File: src/rtl/bcd_rtc_core.sv
module bcd_rtc_core #(
  parameter int PRESCALE = 32768
) (
  input  logic       clk,
  input  logic       rst_n,
  input  logic       tick_en,
  input  logic       wr_en,
  input  logic [2:0] wr_addr,
  input  logic [7:0] wr_data,
  input  logic [2:0] rd_addr,
  output logic [7:0] rd_data,
  output logic [7:0] sec_o,
  output logic [7:0] min_o,
  output logic [7:0] hour_o,
  output logic [7:0] wday_o,
  output logic [7:0] date_o,
  output logic [7:0] month_o,
  output logic [7:0] year_o
);

  localparam int CW = (PRESCALE > 1) ? $clog2(PRESCALE) : 1;
  localparam logic [CW-1:0] LAST = CW'(PRESCALE - 1);

  function automatic logic [7:0] inc_bcd(input logic [7:0] v);
    return (v[3:0] == 4'd9) ? {v[7:4] + 4'd1, 4'd0} : {v[7:4], v[3:0] + 4'd1};
  endfunction

  logic [CW-1:0] presc_q;
  logic          halt_q;
  logic [7:0]    wsel;
  logic          sec_tick, c_min, c_hour, c_day, c_mon, c_year;
  logic          day_wrap, leap;
  logic [1:0]    lsum;
  logic [5:0]    h_inc;
  logic [7:0]    hour_nx, last_day;

  assign wsel     = wr_en ? (8'b1 << wr_addr) : 8'b0;
  assign sec_tick = !halt_q && tick_en && (presc_q == LAST) && !wsel[0];
  assign c_min    = sec_tick && (sec_o == 8'h59);
  assign c_hour   = c_min && (min_o == 8'h59);
  assign c_day    = c_hour && day_wrap;
  assign c_mon    = c_day && (date_o == last_day);
  assign c_year   = c_mon && (month_o == 8'h12);

  assign h_inc = (hour_o[3:0] == 4'd9) ? {hour_o[5:4] + 2'd1, 4'd0}
                                       : {hour_o[5:4], hour_o[3:0] + 4'd1};
  assign lsum  = {year_o[4], 1'b0} + year_o[1:0];
  assign leap  = (lsum == 2'b00);

  always_comb begin
    hour_nx  = hour_o;
    day_wrap = 1'b0;
    if (hour_o[6]) begin
      if (hour_o[4:0] == 5'h11) begin
        hour_nx  = {2'b01, ~hour_o[5], 5'h12};
        day_wrap = hour_o[5];
      end else if (hour_o[4:0] == 5'h12) begin
        hour_nx = {2'b01, hour_o[5], 5'h01};
      end else begin
        hour_nx = {2'b01, h_inc};
      end
    end else if (hour_o[5:0] == 6'h23) begin
      hour_nx  = 8'h00;
      day_wrap = 1'b1;
    end else begin
      hour_nx = {2'b00, h_inc};
    end
  end

  always_comb begin
    case (month_o)
      8'h02:                      last_day = leap ? 8'h29 : 8'h28;
      8'h04, 8'h06, 8'h09, 8'h11: last_day = 8'h30;
      default:                    last_day = 8'h31;
    endcase
  end

  always_ff @(posedge clk or negedge rst_n) begin
    if (!rst_n) begin
      presc_q <= '0;
    end else if (wsel[0]) begin
      presc_q <= '0;
    end else if (!halt_q && tick_en) begin
      presc_q <= (presc_q == LAST) ? '0 : presc_q + 1'b1;
    end
  end

  always_ff @(posedge clk or negedge rst_n) begin
    if (!rst_n) begin
      sec_o   <= 8'h00;
      min_o   <= 8'h00;
      hour_o  <= 8'h00;
      wday_o  <= 8'h01;
      date_o  <= 8'h01;
      month_o <= 8'h01;
      year_o  <= 8'h00;
      halt_q  <= 1'b1;
    end else begin
      if (wsel[0])       sec_o <= wr_data & 8'h7f;
      else if (sec_tick) sec_o <= (sec_o == 8'h59) ? 8'h00 : inc_bcd(sec_o);

      if (wsel[1])       min_o <= wr_data & 8'h7f;
      else if (c_min)    min_o <= (min_o == 8'h59) ? 8'h00 : inc_bcd(min_o);

      if (wsel[2])       hour_o <= wr_data & 8'h7f;
      else if (c_hour)   hour_o <= hour_nx;

      if (wsel[3])       wday_o <= wr_data & 8'h07;
      else if (c_day)    wday_o <= (wday_o == 8'h07) ? 8'h01 : wday_o + 8'h01;

      if (wsel[4])       date_o <= wr_data & 8'h3f;
      else if (c_day)    date_o <= (date_o == last_day) ? 8'h01 : inc_bcd(date_o);

      if (wsel[5])       month_o <= wr_data & 8'h1f;
      else if (c_mon)    month_o <= (month_o == 8'h12) ? 8'h01 : inc_bcd(month_o);

      if (wsel[6])       year_o <= wr_data;
      else if (c_year)   year_o <= (year_o == 8'h99) ? 8'h00 : inc_bcd(year_o);

      if (wsel[7])       halt_q <= wr_data[7];
    end
  end

  always_comb begin
    case (rd_addr)
      3'd0:    rd_data = sec_o;
      3'd1:    rd_data = min_o;
      3'd2:    rd_data = hour_o;
      3'd3:    rd_data = wday_o;
      3'd4:    rd_data = date_o;
      3'd5:    rd_data = month_o;
      3'd6:    rd_data = year_o;
      default: rd_data = {halt_q, 7'b0};
    endcase
  end

endmodule

File: config.mk
export PLATFORM = sky130hd
export DESIGN_NAME = bcd_rtc_core
export DESIGN_NICKNAME = d
export VERILOG_FILES = /design/src/rtl/bcd_rtc_core.sv
export SDC_FILE = /design/constraint.sdc
export NUM_CORES = 1
export LEC_CHECK = 0
export BUFFER_PORTS_ARGS = -buffer_cell sky130_fd_sc_hd__clkbuf_2
export CAP_MARGIN = 5
export CORE_MARGIN = 5
export CORE_UTILIZATION = 47
export DETAILED_ROUTE_END_ITERATION = 10
export HOLD_SLACK_MARGIN = 0.12
export MAX_ROUTING_LAYER = met4
export PLACE_DENSITY = 0.76
export SLEW_MARGIN = 20
export SYNTH_ARGS = -nofsm -noshare
export SYNTH_HDL_FRONTEND = slang
export SYNTH_SLANG_ARGS = --single-unit
export TNS_END_PERCENT = 20
File: constraint.sdc
create_clock -name clk -period 2.73 [get_ports clk]
set_input_delay 0.273 -clock clk [delete_from_list [all_inputs] [get_ports clk]]
set_output_delay 0.273 -clock clk [all_outputs]
set_load 0.02 [all_outputs]
==> reports/results.tsv, run 1 <==
metric	value	unit
outcome	finished, final reports clean	
DR WL/cell	19.36	um
crit-path leading delay family	simple AND/OR/NAND/NOR gates	
Final min period	2.597	ns
switching part of the total	41.45	%
P per Cell Area	615.9	nW/um^2
initial core utilization	48.54	%
ys flop type	dfrtp_1	
Sink Count	71	
largest net degree at the start of global routing	39	
vias per cell	6.165	
cell with the most instances after synthesis	nor2_1	
Distinct cells, synth	79	
Yosys top cell area share	33.31	%
CP bufs+invs	2	
Die Span Y	113.5	um
FMAX	385.0	MHz
P_int	2146	uW
initial antenna violation count	0	
Rel. slew slack	60.37	%
Clk pwr share	21.6	%
Lkg Pwr	0.002665	uW
Critical Path RT	3.03	ns
slew of the pin with the lowest slew margin	0.5932	ns
Worst path slowest cell	or4_1	
layout cells sized above 1	22.32	%
CTS tree	yes	
Mapped Cells	593	
Antenna Nets Post-Route	0	
critical path class	reg2reg	
GPL Wtd Cong	0.9477	
RR Startpoint	month_o[4]	
# DRC	0	
Crit path arrival time	2.90	ns
Levels on crit path	10	
Worst Hold Launch	wr_data[6]	
die area	12880	sq um
post-synthesis sequential area ratio	35.40	%
MaxCap Viol Count	0	
Post-Syn Nets	632	
first-pass GRT wire length	25660	um
nets@finish	734	
combinational fraction of design power	36.2	%
critical path, cell by cell	inv_1 -> ha_1 -> nor4b_4 -> and4b_1 -> o2111ai_1 -> mux2i_4 -> buf_4 -> nand4_4 -> or4_1 -> nand3_1	
Initial DRC Count	483	
Async SR Flop Fraction	100.0	%
Design Power	3666	uW
Post-Route WL	16170	um
Post-Route Setup TNS	0	ns
Worst R2R Path Depth	10	
reg2reg setup slack	0.13	ns
CTS clk-pin slew, worst paths	0.08	ns
synth warn	0	
worst-skew pair later-pin latency	0.37	ns
antenna cells	0	
Net Switching	1520	uW
worst hold stages	3	
total grt overflow	0	
cell area after synthesis	5034	sq um
Post-synth top cells	nor2_1, dfrtp_1, nand2_1, o21ai_0, a21oi_1	
dpl hpwl	11920	um
Area Overhead vs Synth	18.25	%
depth of the CTS H-tree	3	
via count	5148	
hold worst-path end	hour_o[6]	
RSZ-0062 raised after global routing	no	
final-report hold violation count	0	
PortBufs	80	
Longest Clk Path Bufs	2	
number of synthesized flops with an enable pin	0	
CP startpoint kind	flop	
Final Skew	0.009924	ns
Die X	113.5	um
hold crit path type	in2reg	
fin crit share	95.13	%
Mapped Avg Cell Area	8.488	sq um
Area contributors post-synth	dfrtp_1, nor2_1, ha_1	
Synth area leader	dfrtp_1	
core box area	10370	sq um
CP max stage delay	0.50	ns
Final Setup Violations	0	
post-synthesis register bit count	71	
I/O pin cnt	82	
Final Max Slew Viols	0	
root buf cell	clkbuf_8	
crit path max fanout	8	
Flop pwr share	42.2	%
first-pass detailed-route iteration total	6	
Total Routing Usage GR	25.92	%
CTS Buf Count	9	
reg2reg end	year_o[6]	
Site Rows	37	
vias in the first global route	4826	
Crit. End Element	flop	
Peak supply drop	0.3719	mV
==> power groups by stage <==
stage | clock (uW) | sequential [uW] | combinational (uW)
4_1_cts | 799 | 1540 | 1320
6_report | 793 | 1550 | 1330
3_3_place_gp | 0 | 1540 | 1270
2_1_floorplan | 0 | 1660 | 660
3_5_place_dp | 0 | 1550 | 1310
5_1_grt | 846 | 1580 | 1450
==> sequential cells by signal, indices dropped and copies added, names as in the netlist <==
name and count:
date_o 8, halt_q 1, hour_o 7, min_o 8, month_o 8, presc_q 15
sec_o 8, wday_o 8, year_o 8
==> kinds of logic after synthesis <==
| family | after synthesis | share of synthesized area [%] |
|---|---|---|
| buffers and inverters | 43 | 3.604 |
| adder cells (fa/ha/maj) | 21 | 5.220 |
| other | 1 | 0.07450 |
| AND/OR/NAND/NOR | 269 | 28.86 |
| multiplexers | 21 | 5.046 |
| XOR/XNOR | 18 | 3.132 |
| AO/OA/AOI/OAI | 149 | 18.67 |
| flip-flops | 71 | 35.40 |
==> worst min-delay path, delay by kind of cell <==
| kind | cells | cell delay [ns] |
|---|---|---|
| buffers and inverters | 1 | 0.17 |
| AND/OR/NAND/NOR | 2 | 0.13 |
==> layer usage <==
metal | part of all wire (%) | GRT usage (%)
met1 | 42 | 33.67
met2 | 46 | 39.69
met3 | 8.9 | 5.995
met4 | 3.0 | 9.295
met5 | 0 | -
==> placed cells by master, fill, tap and decap left out, drive strengths merged, types with 3 or more instances in the layout <==
| master | n |
|---|---|
| and3 | 11 |
| o211ai | 3 |
| o21ai | 54 |
| nor4b | 6 |
| or3 | 8 |
| xor2 | 11 |
| inv | 17 |
| nor3 | 13 |
| a221o | 4 |
| clkbuf | 93 |
| a31oi | 14 |
| o2111ai | 3 |
| nand2b | 10 |
| xnor2 | 7 |
| nand3b | 5 |
| nor3b | 5 |
| ha | 21 |
| nor2b | 10 |
| buf | 36 |
| a32oi | 8 |
| or2 | 3 |
| nor4 | 10 |
| nand2 | 61 |
| nand4 | 12 |
| mux2 | 5 |
| dfstp | 4 |
| mux2i | 14 |
| a221oi | 3 |
| and2 | 5 |
| nor2 | 73 |
| a21oi | 33 |
| dfrtp | 67 |
| nand3 | 27 |
==> per-stage QoR <==
step | setup slack [ns] | cells | utilization [%] | hold slack (ns) | cell area (sq um)
2_1_floorplan | 0.2555 | 593 | - | -0.02259 | 5034
3_3_place_gp | 0.2340 | 813 | 55.04 | 0.3460 | 5708
3_5_place_dp | 0.1068 | 813 | 55.04 | 0.3551 | 5708
4_1_cts | 0.06365 | 829 | 56.76 | 0.2108 | 5886
5_1_grt | 0.01695 | 835 | 57.40 | 0.2242 | 5952
6_report | 0.1329 | 835 | 57.40 | 0.2284 | 5952
==> final cells by class <==
cell class              instances  area, sq um
multi-input cells             479         3092
flip-flops and latches         71         1782
inverters                      18        67.56
well taps                     136        170.2
clock inverters                 1        5.005
repair buffers                116        673.1
clock buffers                  14        162.7
fillers                       956         4418
==> worst max path at each step <==
stage	from	slack [ns]	to
6_report	month_o[4]	0.13	year_o[6]
5_1_grt	month_o[4]	0.02	year_o[6]
4_1_cts	sec_o[1]	0.06	month_o[4]
3_5_place_dp	month_o[4]	0.11	month_o[4]
3_3_place_gp	month_o[4]	0.23	month_o[4]
2_1_floorplan	month_o[0]	0.26	year_o[6]
==> what timing repair did <==
| item | CTS | global route |
|---|---|---|
| setup buffers | 0 | 6 |
| hold buffers | 1 | 0 |
| setup endpoints to repair | 0 | 6 |
| resized for setup | 0 | 3 |
| hold endpoints to repair | 67 | 0 |
(Power assumes the default switching activity.)
==> run 2: changes to the inputs <==
Settings changed: RECOVER_POWER from default to 25.
==> run 2 against run 1 <==
The run now ends with max-capacitance violations, max-slew violations left. Cell count is the same. Worst hold slack lost 0.0019 ns. Combinational power is essentially flat. Non-clock buffer count unchanged. Power increased by 0.12%. Critical path depth unchanged. First-iteration DRC count down 3.3%. Maximum frequency decreased by 0.34%. Sequential power is essentially flat. Critical path type unchanged. Clock-buffer cell count stayed put. Die area unchanged.
==> reports/results.tsv, run 2 (synthesis gave the netlist of run 1 again) <==
metric	value	unit
slew of the pin with the lowest slew margin	1.894	ns
Final Setup Violations	0	
Die X	113.5	um
final-report hold violation count	0	
Initial DRC Count	467	
vias in the first global route	4826	
# DRC	0	
Total Routing Usage GR	25.92	%
vias per cell	6.150	
Flop pwr share	42.2	%
most common cell after layout, fill and taps aside	clkbuf_2	
Site Rows	37	
fin util	57.32	%
MaxCap Viol Count	1	
depth of the CTS H-tree	3	
Largest Register	presc_q	
commonest non-fill, non-tap cells in the layout	clkbuf_2, nor2_1, dfrtp_1	
Area Overhead vs Synth	18.10	%
busiest layer in global routing	met2	
antenna cells	0	
CTS tree	yes	
switching part of the total	41.59	%
Die Span Y	113.5	um
CTS clk-pin slew, worst paths	0.08	ns
CP startpoint kind	flop	
nets@finish	734	
Lkg Pwr	0.002658	uW
PortBufs	80	
largest net degree at the start of global routing	39	
RSZ-0062 raised after global routing	no	
Final Skew	0.01248	ns
initial core utilization	48.54	%
FMAX	383.7	MHz
Sink Count	71	
GRT met1 Usage	33.67	%
Worst path slowest cell	or4_1	
met3 global-route usage	5.995	%
root buf cell	clkbuf_8	
failing checks	max-capacitance violations, max-slew violations	
Final Max Slew Viols	34	
CP max stage delay	0.50	ns
DR WL/cell	19.38	um
Clk pwr share	21.7	%
dpl hpwl	11920	um
I/O pin cnt	82	
critical path, cell by cell	inv_1 -> ha_1 -> nor4b_4 -> and4b_1 -> o2111ai_1 -> mux2i_4 -> buf_4 -> nand4_4 -> or4_1 -> nand3_1	
critical path class	reg2reg	
via count	5135	
fin crit share	95.46	%
Final min period	2.606	ns
worst-skew pair later-pin latency	0.38	ns
Crit path arrival time	2.91	ns
Post-Route WL	16180	um
combinational fraction of design power	36.1	%
Rel. slew slack	-26.29	%
hold crit path type	in2reg	
max FFs per register	15	
Net Switching	1527	uW
Longest Clk Path Bufs	2	
layout cells sized above 1	21.89	%
total grt overflow	0	
GPL Wtd Cong	0.9477	
Antenna Nets Post-Route	0	
CTS Buf Count	9	
P_int	2144	uW
first-pass detailed-route iteration total	6	
outcome	finished with violations	
core box area	10370	sq um
die area	12880	sq um
P per Cell Area	617.4	nW/um^2
initial antenna violation count	0	
met2 Use GR	39.69	%
crit path max fanout	8	
Peak supply drop	0.3745	mV
Crit. End Element	flop	
Critical Path RT	3.03	ns
Post-Route Setup TNS	0	ns
hold_ws	0.2265	ns
first-pass GRT wire length	25660	um
## run 2: power by group through the flow
stage                     sequential (uW)  clock (uW)  combinational (uW)
after detailed placement             1550           0                1310
final                                1550         798                1320
after global routing                 1580         846                1450
after floorplan                      1660           0                 660
after global placement               1540           0                1270
after CTS                            1540         799                1320
## run 2: path summary, 6_finish.rpt
check                                start    endpoint  slack, ns  cells past startpoint
worst max-delay path            month_o[4]   year_o[6]       0.12                     10
worst min-delay path            wr_data[6]   hour_o[6]       0.23                      3
min in group asynchronous            rst_n   year_o[1]       0.69                      3
worst min register to register  presc_q[2]  presc_q[2]       0.52                      1
worst max register to register  month_o[4]   year_o[6]       0.12                     10
max in group asynchronous            rst_n   hour_o[4]       0.57                      3
## run 2: cell type report
type | count | area (sq um)
clock buffer | 14 | 162.7
multi-input combinational | 479 | 3092
fill | 958 | 4425
tap | 136 | 170.2
sequential | 71 | 1782
inverter | 18 | 67.56
timing repair buffer | 116 | 665.6
clock inverter | 1 | 5.005
## run 2: layer usage
metal	vias to the layer above	wire length [um]	share of wire, %
li1	2380	-	-
met1	2466	6843	42
met2	252	7467	46
met3	37	1400	8.7
met4	0	468	2.9
met5	-	0	0
## run 2: worst max-delay path: cells and delay by family (launching register included)
family                     cells  cell delay, ns
muxes                          1            0.20
and+or+nand+nor                5            1.20
buffers and inverters          2            0.30
AOI/OAI and AO/OA              1            0.17
adders and majority gates      1            0.18
DFF                            1            0.48
## run 2: stage by stage
stage | std cells | setup slack, ns | area, sq um | power [uW]
4_1_cts | 829 | 0.06365 | 5886 | 3651
6_report | 835 | 0.1240 | 5944 | 3670
3_3_place_gp | 813 | 0.2340 | 5708 | 2810
2_1_floorplan | 593 | 0.2555 | 5034 | 2316
3_5_place_dp | 813 | 0.1068 | 5708 | 2859
5_1_grt | 835 | 0.01695 | 5944 | 3871
## run 2: timing repair
action	4_1_cts	5_1_grt
gates resized for setup	0	3
endpoints found under the hold margin	67	0
endpoints found under the setup margin	0	6
hold buffers	1	0
setup buffers	0	6
